<file path="config.mk">
export PLATFORM = sky130hd
export DESIGN_NAME = pwr_mode_ctrl
export DESIGN_NICKNAME = d
export VERILOG_FILES = /design/src/rtl/pmc_pkg.sv /design/src/rtl/pmc_req_reg.sv /design/src/rtl/pmc_win_timer.sv /design/src/rtl/pmc_fsm.sv /design/src/rtl/pmc_gate_dec.sv /design/src/rtl/pwr_mode_ctrl.sv
export SDC_FILE = /design/constraint.sdc
export NUM_CORES = 1
export LEC_CHECK = 0
export BUFFER_PORTS_ARGS = -buffer_cell sky130_fd_sc_hd__buf_2
export CORE_AREA = 8 8 45 47
export DETAILED_ROUTE_END_ITERATION = 16
export DIE_AREA = 0 0 53 55
export HOLD_SLACK_MARGIN = 0.12
export PLACE_DENSITY = 0.73
export SETUP_SLACK_MARGIN = 0.1
export SYNTH_ARGS = -nofsm -noshare
export SYNTH_HDL_FRONTEND = slang
export SYNTH_SLANG_ARGS = --single-unit
</file>
<file path="constraint.sdc">
create_clock -name clk -period 1.8 [get_ports clk]
set_clock_uncertainty 0.1 [all_clocks]
set_input_delay 0.27 -clock clk [delete_from_list [all_inputs] [get_ports clk]]
set_output_delay 0.27 -clock clk [all_outputs]
set_load 0.02 [all_outputs]
</file>
<file path="src/rtl/pmc_pkg.sv">
package pmc_pkg;

  typedef enum logic [2:0] {
    PM_RUN     = 3'd0,
    PM_IDLE    = 3'd1,
    PM_PDOWN   = 3'd2,
    PM_RSTWIN  = 3'd3,
    PM_RESET   = 3'd4,
    PM_OSCWAIT = 3'd5
  } pm_state_e;

  // Length of the post-reset window in oscillator clocks.
  function automatic int unsigned win_clocks(int unsigned cyc, int unsigned ncyc);
    return cyc * ncyc;
  endfunction

  // Bits needed to hold a down-count starting at len-1.
  function automatic int unsigned cnt_bits(int unsigned len);
    return (len < 3) ? 1 : $clog2(len);
  endfunction

endpackage

</file>
<file path="src/rtl/pmc_req_reg.sv">
module pmc_req_reg (
  input  logic       clk,
  input  logic       por_n,
  input  logic       wr_en,
  input  logic       wr_idle,
  input  logic       wr_pd,
  input  logic       accept,
  input  logic       clr,
  output logic [1:0] req_q
);
  always_ff @(posedge clk or negedge por_n) begin
    if (!por_n)                req_q <= 2'b00;
    else if (clr)              req_q <= 2'b00;
    else if (wr_en && accept)  req_q <= req_q | {wr_pd, wr_idle};
  end
endmodule

</file>
<file path="src/rtl/pmc_win_timer.sv">
module pmc_win_timer #(
  parameter int unsigned WIN_LEN = 24
) (
  input  logic clk,
  input  logic por_n,
  input  logic load,
  input  logic run_i,
  output logic done_o
);
  import pmc_pkg::*;
  localparam int unsigned W = cnt_bits(WIN_LEN);

  generate
    if (WIN_LEN <= 1) begin : g_single
      assign done_o = 1'b1;
    end else begin : g_count
      localparam logic [W-1:0] LOAD_V = W'(WIN_LEN - 1);
      logic [W-1:0] cnt_q;
      always_ff @(posedge clk or negedge por_n) begin
        if (!por_n)                      cnt_q <= '0;
        else if (load)                   cnt_q <= LOAD_V;
        else if (run_i && cnt_q != '0)   cnt_q <= cnt_q - 1'b1;
      end
      assign done_o = (cnt_q == '0);
    end
  endgenerate
endmodule

</file>
<file path="src/rtl/pmc_fsm.sv">
module pmc_fsm
  import pmc_pkg::*;
(
  input  logic       clk,
  input  logic       por_n,
  input  logic [1:0] req,
  input  logic       irq_pend,
  input  logic       hw_rst,
  input  logic       osc_stable,
  input  logic       win_done,
  output pm_state_e  st_q,
  output logic       win_load,
  output logic       req_clr
);
  pm_state_e nxt;

  always_comb begin
    nxt = st_q;
    unique case (st_q)
      PM_RUN: begin
        if (hw_rst)      nxt = PM_RESET;
        else if (req[1]) nxt = PM_PDOWN;
        else if (req[0]) nxt = PM_IDLE;
      end
      PM_IDLE: begin
        if (hw_rst)        nxt = PM_RSTWIN;
        else if (irq_pend) nxt = PM_RUN;
      end
      PM_RSTWIN:  if (win_done)   nxt = PM_RESET;
      PM_PDOWN:   if (hw_rst)     nxt = PM_OSCWAIT;
      PM_OSCWAIT: if (osc_stable) nxt = PM_RESET;
      PM_RESET:   if (!hw_rst)    nxt = PM_RUN;
      default:    nxt = PM_RUN;
    endcase
  end

  assign win_load = (st_q == PM_IDLE) && (nxt == PM_RSTWIN);
  assign req_clr  = ((nxt == PM_RUN) && (st_q != PM_RUN)) || (nxt == PM_RESET);

  always_ff @(posedge clk or negedge por_n) begin
    if (!por_n) st_q <= PM_RUN;
    else        st_q <= nxt;
  end
endmodule

</file>
<file path="src/rtl/pmc_gate_dec.sv">
module pmc_gate_dec
  import pmc_pkg::*;
(
  input  pm_state_e st,
  output logic      cpu_en,
  output logic      per_en,
  output logic      osc_on,
  output logic      sfr_rst,
  output logic      ram_inh
);
  always_comb begin
    cpu_en  = 1'b0;
    per_en  = 1'b0;
    osc_on  = 1'b1;
    sfr_rst = 1'b0;
    ram_inh = 1'b0;
    unique case (st)
      PM_RUN:     begin cpu_en = 1'b1; per_en = 1'b1; end
      PM_IDLE:    per_en = 1'b1;
      PM_RSTWIN:  begin cpu_en = 1'b1; per_en = 1'b1; ram_inh = 1'b1; end
      PM_RESET:   begin cpu_en = 1'b1; per_en = 1'b1; sfr_rst = 1'b1; end
      PM_PDOWN:   osc_on = 1'b0;
      PM_OSCWAIT: sfr_rst = 1'b1;
      default:    ;
    endcase
  end
endmodule

</file>
<file path="src/rtl/pwr_mode_ctrl.sv">
module pwr_mode_ctrl #(
  parameter int unsigned CYC_CLKS   = 12,
  parameter int unsigned WIN_CYCLES = 2
) (
  input  logic       clk,
  input  logic       por_n,
  input  logic       wr_en,
  input  logic       wr_idle,
  input  logic       wr_pd,
  input  logic       irq_pend,
  input  logic       hw_rst,
  input  logic       osc_stable,
  output logic       cpu_clk_en,
  output logic       periph_clk_en,
  output logic       osc_en,
  output logic       sfr_rst,
  output logic       ram_inhibit,
  output logic [2:0] mode_o,
  output logic [1:0] req_o
);
  import pmc_pkg::*;
  localparam int unsigned WIN_LEN = win_clocks(CYC_CLKS, WIN_CYCLES);

  pm_state_e  st;
  logic [1:0] req_q;
  logic       win_load;
  logic       win_done;
  logic       req_clr;
  logic       in_run;
  logic       in_win;

  assign in_run = (st == PM_RUN);
  assign in_win = (st == PM_RSTWIN);

  pmc_req_reg u_req (
    .clk(clk), .por_n(por_n), .wr_en(wr_en), .wr_idle(wr_idle), .wr_pd(wr_pd),
    .accept(in_run), .clr(req_clr), .req_q(req_q)
  );

  pmc_win_timer #(.WIN_LEN(WIN_LEN)) u_win (
    .clk(clk), .por_n(por_n), .load(win_load), .run_i(in_win), .done_o(win_done)
  );

  pmc_fsm u_fsm (
    .clk(clk), .por_n(por_n), .req(req_q), .irq_pend(irq_pend), .hw_rst(hw_rst),
    .osc_stable(osc_stable), .win_done(win_done), .st_q(st),
    .win_load(win_load), .req_clr(req_clr)
  );

  pmc_gate_dec u_dec (
    .st(st), .cpu_en(cpu_clk_en), .per_en(periph_clk_en), .osc_on(osc_en),
    .sfr_rst(sfr_rst), .ram_inh(ram_inhibit)
  );

  assign mode_o = st;
  assign req_o  = req_q;
endmodule

</file>
==> results.toml, run 1 <==
[outcome]
status = "complete, no violations"

[placed_design]
dp_hpwl_um = 1150
dp_cells = 101
io_buffers = 17
place_ws_ns = 0.04790
routabilityCongestion = 0.8080

[setup_path]
critPathCaptureType = "output port"
startpoint_type = "flip-flop"
crit_fanout = 4
crit_type = "reg -> out"
r2r-start = "u_win.g_count.cnt_q[0]$_DFFE_PN0P_"
reg2reg_slack_ns = 0.13
cp_data_required_time_ns = 1.43
cp.arrival_ns = 1.31
reg2reg_to = "u_req.req_q[0]$_DFFE_PN0P_"
reg2regPathDepth = 6

[clocking]
cts_tree = "done"
cts.clk_slew.worst_paths_ns = 0.07
cts_max_path_buffers = 2
cts_buffers = 3
clkSinkCount = 10
htreeDepth = 1
clock_latency_ns = 0.26
cts_root_buf = "clkbuf_4"

[finish]
area_delta_synth_final_pct = 42.86
drive_above_1_share_pct = 47.00
multiInputGateArea_um2 = 374.1
regArea_um2 = 254.0
final_common_cell = "buf_2"
fin_cells = 116
nFillCells = 112
diodes = 0
finish.net_count = 112
layout_common_cells = "16 x buf_2, 14 x buf_4, 8 x nor2_1"

[pwr]
p_int_mw = 0.6612
pwr-share-seq_pct = 29.5
powerDensity_nw_per_um2 = 1301
power.total_mw = 1.156
p_sw_share_pct = 42.78
p_clk_share_pct = 13.3
p_switching_mw = 0.4943
pwr-share-comb_pct = 57.3
p_leak_nw = 0.4223
ir_drop_v = 0.0006707

[floorplan]
die_area_um2 = 2915
start_util_pct = 44.94
io_pins = 18
core_um2 = 1384
rows = 14
die_h_um = 55
die_w_um = 53

[synth]
synth_top_family_by_area = "simple AND/OR/NAND/NOR gates"
synth-main-ff-cell = "dfrtp_1"
yosys.area_share.xor_xnor_pct = 4.225
synth-async-reset-ratio_pct = 100.0
yosys_register_bits = 10
synth_simple_gate_area_share_pct = 30.99
syn-cell-area_um2 = 621.8
synth_cells = 69
synth-compound-area-share_pct = 12.47
ys.warnings.count = 0
synth_edf_count = 0
synth_top_area_share_pct = 40.24
synth_mux_area_share_pct = 3.219
seq_area_frac_synth_pct = 40.24
synth_fa_ha_area_share_pct = 4.024
synth_area_leaders = "dfrtp_1 40%, a21oi_1 4.8%, nor2_1 4.8%"
synth_area_leader_cell = "dfrtp_1"
syn-num-nets = 79
ys_types = 31
syn-mean-instance-area_um2 = 9.012

[detailed_routing]
totalWireLength_um = 1863
drt_iter0_markers = 25
ant_nets = 0
drc = 0
vias = 651
drt-pass1-iter-count = 4
via_per_inst = 5.612
wl_per_cell_um = 16.06

[timing]
tns_ns = 0
min_period_ns = 1.676
finalCritPeriodShare_pct = 93.11
worst_slack_ns = 0.1241
setup_viol = 0
timing.fmax_mhz = 596.7
slew_headroom_pct = 73.61
rsz0062_at_grt = "yes"
tightest_slew_ns = 0.3904
drv_slew = 0
holdWs_ns = 0.1787
hold_viol = 0

[global_routing]
grt_max_degree = 12
busiest_layer = "met2"
antenna_found_initial = 0
grt_usage_pct = 12.73
grt_pass1_wl_um = 2801
grtUsageMet2_pct = 20.70
overflow = 0
first_global_vias = 628
met1_usage_pct = 15.89
gr-usage-met3_pct = 2.139

[worst_hold_path]
whs_path_depth = 3
min-delay-start = "wr_pd"
min_to = "u_req.req_q[1]$_DFFE_PN0P_"
min_path_type = "in -> reg"

[run]
maxCapViolations = 0
[worst max path at each step]
stage                                                     to                          startpoint  slack (ns)
after detailed placement  u_win.g_count.cnt_q[0]$_DFFE_PN0P_  u_win.g_count.cnt_q[0]$_DFFE_PN0P_        0.05
after floorplan                                   cpu_clk_en             u_fsm.st_q[0]$_DFF_PN0_        0.15
after global placement    u_win.g_count.cnt_q[0]$_DFFE_PN0P_  u_win.g_count.cnt_q[0]$_DFFE_PN0P_        0.10
after global routing              u_req.req_q[0]$_DFFE_PN0P_             u_fsm.st_q[1]$_DFF_PN0_        0.08
after CTS                                         cpu_clk_en             u_fsm.st_q[0]$_DFF_PN0_        0.09
final                                             cpu_clk_en             u_fsm.st_q[0]$_DFF_PN0_        0.12
[final cells by class]
type | instances | area share, %
clock buffers | 3 | 2.535
inverters | 3 | 1.268
multi-input cells | 52 | 42.11
flip-flops and latches | 10 | 28.59
well taps | 16 | 2.254
repair buffers | 32 | 23.24
[metrics by stage]
stage,util [%],instance area [µm²]
floorplan,-,621.8
global placement,52.80,730.7
detailed placement,52.80,730.7
CTS,59.95,829.5
global route,64.20,888.4
finish,64.20,888.4
[flip-flops by register name, indices dropped and copies added, names as in the netlist]
register             cells
u_fsm.st_q               3
u_req.req_q              2
u_win.g_count.cnt_q      5
[cell usage after synthesis (all sizes together) (2+ instances only)]
| library cell | count |
|---|---|
| mux2i | 2 |
| nand2 | 6 |
| ha | 2 |
| a21oi | 6 |
| nor3 | 2 |
| nor2 | 8 |
| inv | 3 |
| dfrtp | 10 |
| nand3 | 5 |
| buf | 3 |
| o211ai | 2 |
| xnor2 | 2 |
[power by group through the flow]
| stage | sequential, mW | clock (mW) | combinational (mW) |
|---|---|---|---|
| floorplan | 0.376 | 0 | 0.305 |
| global placement | 0.383 | 0 | 0.437 |
| detailed placement | 0.383 | 0 | 0.445 |
| CTS | 0.343 | 0.155 | 0.567 |
| global route | 0.347 | 0.173 | 0.715 |
| finish | 0.341 | 0.153 | 0.662 |
[logic make-up (layout without fill, tap and decap cells)]
logic type / after synthesis / in the layout
fa+ha+maj: 2 / 2
xor+xnor: 3 / 3
buf+inv: 7 / 38
compound gates: 12 / 12
simple gates: 33 / 33
mux: 2 / 2
flops: 10 / 10
[critical path, stage by stage, from the launching register on]
cell and delay, ns:
dfrtp_2 0.42, buf_4 0.15, nor2_1 0.20, or2_4 0.17, buf_6 0.11
[per-layer routing]
metal	part of all wire [%]	routed length [µm]
met1	41	762
met2	51	951
met3	6.7	124
met4	1.3	24
met5	0	0
[what timing repair did]
item,CTS,global route
resized for setup,7,7
endpoints found under the setup margin,9,7
hold endpoints to repair,10,0
buffers inserted,7,4
hold buffers,1,0
pin swaps,1,3
(Power assumes the default switching activity.)
==> run 2: changes to the inputs <==
Settings changed: RECOVER_POWER set to 100.
==> run 2 against run 1 <==
Sequential power hardly changed. First-iteration DRC count is 24% higher. Wire length is 1.2% lower. Largest cell class unchanged.
==> results.toml, run 2 (synthesis gave the netlist of run 1 again) <==
[outcome]
status = "complete, no violations"

[timing]
tns_ns = 0
hold_viol = 0
tightest_slew_ns = 0.5547
finalCritPeriodShare_pct = 94.23
slew_headroom_pct = 63.02
rsz0062_at_grt = "yes"
min_period_ns = 1.696
drv_slew = 0
holdWs_ns = 0.1805
setup_viol = 0
timing.fmax_mhz = 589.6

[pwr]
p_switching_mw = 0.4910
power.total_mw = 1.130
powerDensity_nw_per_um2 = 1316
pwr-share-seq_pct = 30.2
p_sw_share_pct = 43.46
p_int_mw = 0.6389
pwr-share-comb_pct = 56.3
ir_drop_v = 0.0006626
p_leak_nw = 0.3921
p_clk_share_pct = 13.5

[placed_design]
dp_hpwl_um = 1150
routabilityCongestion = 0.8080
dp_cells = 101
io_buffers = 17

[clocking]
cts_root_buf = "clkbuf_4"
clkSinkCount = 10
cts.clk_slew.worst_paths_ns = 0.07
cts_buffers = 3
cts_max_path_buffers = 2
clock_latency_ns = 0.26
cts_tree = "done"
htreeDepth = 1

[finish]
layout_common_cells = "13 x buf_4, 8 x nor2_1, 8 x buf_2, 8 x clkbuf_1, 7 x dfrtp_1"
nFillCells = 114
diodes = 0
regMostFlops = "u_win.g_count.cnt_q"
fin_cells = 116
reg_top3 = "u_win.g_count.cnt_q (5), u_fsm.st_q (3), u_req.req_q (2)"
largest_reg_flops = 5
finish.net_count = 112
final_common_cell = "buf_4"
area_delta_synth_final_pct = 38.03
drive_above_1_share_pct = 36.00

[setup_path]
crit_type = "reg -> out"
critPathSlowestCell = "dfrtp_2"
slowest_delay_ns = 0.42
startpoint_type = "flip-flop"
critPathCaptureType = "output port"
cp_cell_sequence = "and3b_1, or2_2, buf_6"
cp.arrival_ns = 1.33
cp_data_required_time_ns = 1.43
crit_fanout = 3

[global_routing]
overflow = 0
first_global_vias = 628
grt_usage_pct = 12.73
grt_pass1_wl_um = 2801
antenna_found_initial = 0
grt_max_degree = 12

[floorplan]
die_h_um = 55
die_area_um2 = 2915
rows = 14
core_um2 = 1384
die_w_um = 53
start_util_pct = 44.94
io_pins = 18

[run]
maxCapViolations = 0

[detailed_routing]
totalWireLength_um = 1841
drt-pass1-iter-count = 4
wl_per_cell_um = 15.87
drt_iter0_markers = 31
drc = 0
ant_nets = 0
vias = 648
via_per_inst = 5.586

[worst_hold_path]
min_path_type = "in -> reg"
[run 2: cell count changes in the layout (fill, tap and decap cells not counted)]
cell      delta
clkbuf_2     +1
nand3_1      +3
or2_4        -1
or2_2        +1
buf_4        -1
clkbuf_1     +8
nand3_2      -3
buf_2        -8
[run 2: worst max-delay path, delay by kind of cell, from the launching register on]
kind                   cells  cell delay, ns
AND/OR/NAND/NOR            2            0.51
flip-flops                 1            0.42
buffers and inverters      1            0.14
[run 2: final timing paths]
check | start | slack, ns | cells after the start | endpoint
setup / recovery | u_fsm.st_q[1]$_DFF_PN0_ | 0.10 | 3 | cpu_clk_en
hold / removal | wr_pd | 0.18 | 3 | u_req.req_q[1]$_DFFE_PN0P_
setup reg to reg | u_win.g_count.cnt_q[0]$_DFFE_PN0P_ | 0.12 | 6 | u_req.req_q[0]$_DFFE_PN0P_
hold reg to reg | u_win.g_count.cnt_q[4]$_DFFE_PN0P_ | 0.48 | 2 | u_win.g_count.cnt_q[4]$_DFFE_PN0P_
max in group asynchronous | por_n | 0.80 | 2 | u_fsm.st_q[0]$_DFF_PN0_
min in group asynchronous | por_n | 0.40 | 2 | u_fsm.st_q[1]$_DFF_PN0_
[run 2: per-layer routing]
| layer | up-vias | GRT usage [%] | routed length, µm |
|---|---|---|---|
| met5 | - | 0 | 0 |
| li1 | 307 | - | - |
| met2 | 21 | 20.70 | 969 |
| met3 | 2 | 2.139 | 101 |
| met1 | 318 | 15.89 | 760 |
| met4 | 0 | 6.466 | 10 |
[run 2: per-stage QoR]
stage	cell area, µm²	worst slack [ns]	util (%)
after floorplan	621.8	0.1478	-
final	858.3	0.1038	62.03
after global placement	730.7	0.1013	52.80
after global routing	858.3	0.05655	62.03
after CTS	829.5	0.09388	59.95
after detailed placement	730.7	0.04790	52.80
[run 2: area by class of cell]
type / count / area, µm² / share of cell area, %
inverters: 3 / 11.26 / 1.312
flip-flops and latches: 10 / 254.0 / 29.59
multi-input cells: 52 / 356.6 / 41.55
well taps: 16 / 20.02 / 2.332
repair buffers: 32 / 193.9 / 22.59
clock buffers: 3 / 22.52 / 2.624
[run 2: power groups by stage]
stage	Combinational (mW)	Clock, mW	Sequential, mW
2_1_floorplan	0.305	0	0.376
3_3_place_gp	0.437	0	0.383
3_5_place_dp	0.445	0	0.383
4_1_cts	0.567	0.155	0.343
5_1_grt	0.692	0.173	0.347
6_report	0.636	0.152	0.342
[run 2: repair_timing]
item | in CTS | in global routing
endpoints found under the hold margin | 10 | 0
pin swaps | 1 | 3
buffers inserted | 7 | 4
hold buffers | 1 | 0
gates resized for setup | 7 | 7
endpoints found under the setup margin | 9 | 7
==> run 3: changes to the inputs <==
Settings changed: BUFFER_PORTS_ARGS -buffer_cell sky130_fd_sc_hd__buf_2 to -buffer_cell sky130_fd_sc_hd__buf_4.
==> run 3 against run 2 <==
Die area unchanged. Critical path depth is 1 higher. Cell count shrank 0.86%. Critical endpoint is now sfr_rst. First-iteration DRC count fell by 74%. Highest routed layer unchanged. Global-route usage is 0.21 points higher. Core utilization increased by 2.9 points.
==> results.toml, run 3 (synthesis gave the netlist of run 1 again) <==
[timing]
setup_viol = 0
finalCritPeriodShare_pct = 94.25
slew_headroom_pct = 62.13
drv_slew = 0
tns_ns = 0
rsz0062_at_grt = "yes"
holdWs_ns = 0.1581
timing.fmax_mhz = 589.5
hold_viol = 0
min_period_ns = 1.696
worst_slack_ns = 0.1035
tightest_slew_ns = 0.5680

[detailed_routing]
wl_per_cell_um = 14.54
via_per_inst = 5.557
drc = 0
drt-pass1-iter-count = 4
vias = 639
totalWireLength_um = 1672
drt_iter0_markers = 8
ant_nets = 0

[setup_path]
startpoint_type = "flip-flop"
startpoint = "u_fsm.st_q[1]$_DFF_PN0_"
crit_fanout = 7
critical_path.top_delay_family = "buffers and inverters"
crit_buf_inv = 3
cp.arrival_ns = 1.33
cp_data_required_time_ns = 1.43
cp_common_cell = "buf_4"
critPathCaptureType = "output port"
r2r-start = "u_win.g_count.cnt_q[0]$_DFFE_PN0P_"
slowest_delay_ns = 0.43
critPathSlowestCell = "dfrtp_2"
crit_type = "reg -> out"
cp_cell_sequence = "buf_4, buf_4, nor2_1, buf_6"

[clocking]
clock_latency_ns = 0.28
cts_max_path_buffers = 2
cts_buffers = 3
htreeDepth = 1
clkSinkCount = 10
cts_tree = "done"
cts.clk_slew.worst_paths_ns = 0.07
cts_root_buf = "clkbuf_4"

[global_routing]
overflow = 0
antenna_found_initial = 0
first_global_vias = 608
grt_usage_pct = 12.94
grt_max_degree = 12
grt_pass1_wl_um = 2794

[finish]
diodes = 0
fin_cells = 115
drive_above_1_share_pct = 40.40
fin_util_pct = 64.92
final_cell_area_um2 = 898.4
area_delta_synth_final_pct = 44.47
final_common_cell = "buf_4"
regMostFlops = "u_win.g_count.cnt_q"
reg_top3 = "u_win.g_count.cnt_q (5), u_fsm.st_q (3), u_req.req_q (2)"
finish.net_count = 110
layout_common_cells = "18 x buf_4, 7 x nor2_1, 7 x clkbuf_1, 7 x dfrtp_1, 6 x a21oi_1"
nFillCells = 117
largest_reg_flops = 5

[run]
maxCapViolations = 0

[worst_hold_path]
min-delay-start = "wr_idle"
min_path_type = "in -> reg"

[floorplan]
die_w_um = 53
die_h_um = 55
die_area_um2 = 2915
core_um2 = 1384
io_pins = 18
start_util_pct = 44.94
rows = 14

[placed_design]
dpl_cell_area_um2 = 780.7
routabilityCongestion = 0.8487
io_buffers = 17
dp_hpwl_um = 1111
dp_cells = 102
place_ws_ns = 0.08441

[pwr]
ir_drop_v = 0.0005731
powerDensity_nw_per_um2 = 1349
p_leak_nw = 0.4025
power.total_mw = 1.211

[outcome]
status = "complete, no violations"
==> run 3: cell type report <==
class / instances / area [µm²] / share of cell area (%)
clock buffers: 4 / 36.28 / 4.039
inverters: 3 / 11.26 / 1.253
multi-input cells: 52 / 372.9 / 41.50
flip-flops and latches: 10 / 254.0 / 28.27
well taps: 16 / 20.02 / 2.228
repair buffers: 30 / 203.9 / 22.70
==> run 3: path summary, 6_finish.rpt <==
| path | to | cells past startpoint | slack [ns] |
|---|---|---|---|
| max in group asynchronous | u_fsm.st_q[0]$_DFF_PN0_ | 2 | 0.80 |
| worst max register to register | u_win.g_count.cnt_q[2]$_DFFE_PN0P_ | 6 | 0.11 |
| worst max-delay path | sfr_rst | 4 | 0.10 |
| worst min register to register | u_req.req_q[0]$_DFFE_PN0P_ | 2 | 0.46 |
| min in group asynchronous | u_win.g_count.cnt_q[2]$_DFFE_PN0P_ | 2 | 0.39 |
| worst min-delay path | u_req.req_q[0]$_DFFE_PN0P_ | 3 | 0.16 |
==> run 3: timing repair <==
| action | CTS | global route |
|---|---|---|
| hold buffers | 1 | 0 |
| gates resized for setup | 8 | 9 |
| gates cloned | 0 | 0 |
| setup endpoints to repair | 7 | 9 |
| endpoints found under the hold margin | 10 | 0 |
| pin swaps | 2 | 3 |
| buffers inserted | 8 | 0 |
==> run 3: tightest hold or removal path: cells and delay by family <==
| family | cells | cell delay, ns |
|---|---|---|
| AOI/OAI and AO/OA | 2 | 0.15 |
| buffers and inverters | 1 | 0.07 |
==> run 3: report_power, final <==
| part | internal, mW | total [mW] | leakage (nW) | switching, mW |
|---|---|---|---|---|
| Clock | 0.123 | 0.211 | 0.0210 | 0.0881 |
| Combinational | 0.303 | 0.655 | 0.267 | 0.352 |
| Sequential | 0.287 | 0.345 | 0.114 | 0.0573 |
==> run 3: layer usage <==
| metal | part of all wire (%) | routed length (µm) | track usage, % | up-vias |
|---|---|---|---|---|
| met2 | 47 | 778 | 18.55 | 14 |
| met3 | 6.3 | 105 | 4.545 | 5 |
| met5 | 0 | 0 | 0 | - |
| met1 | 45 | 749 | 16.30 | 315 |
| met4 | 2.3 | 38 | 7.759 | 0 |
| li1 | - | - | - | 305 |
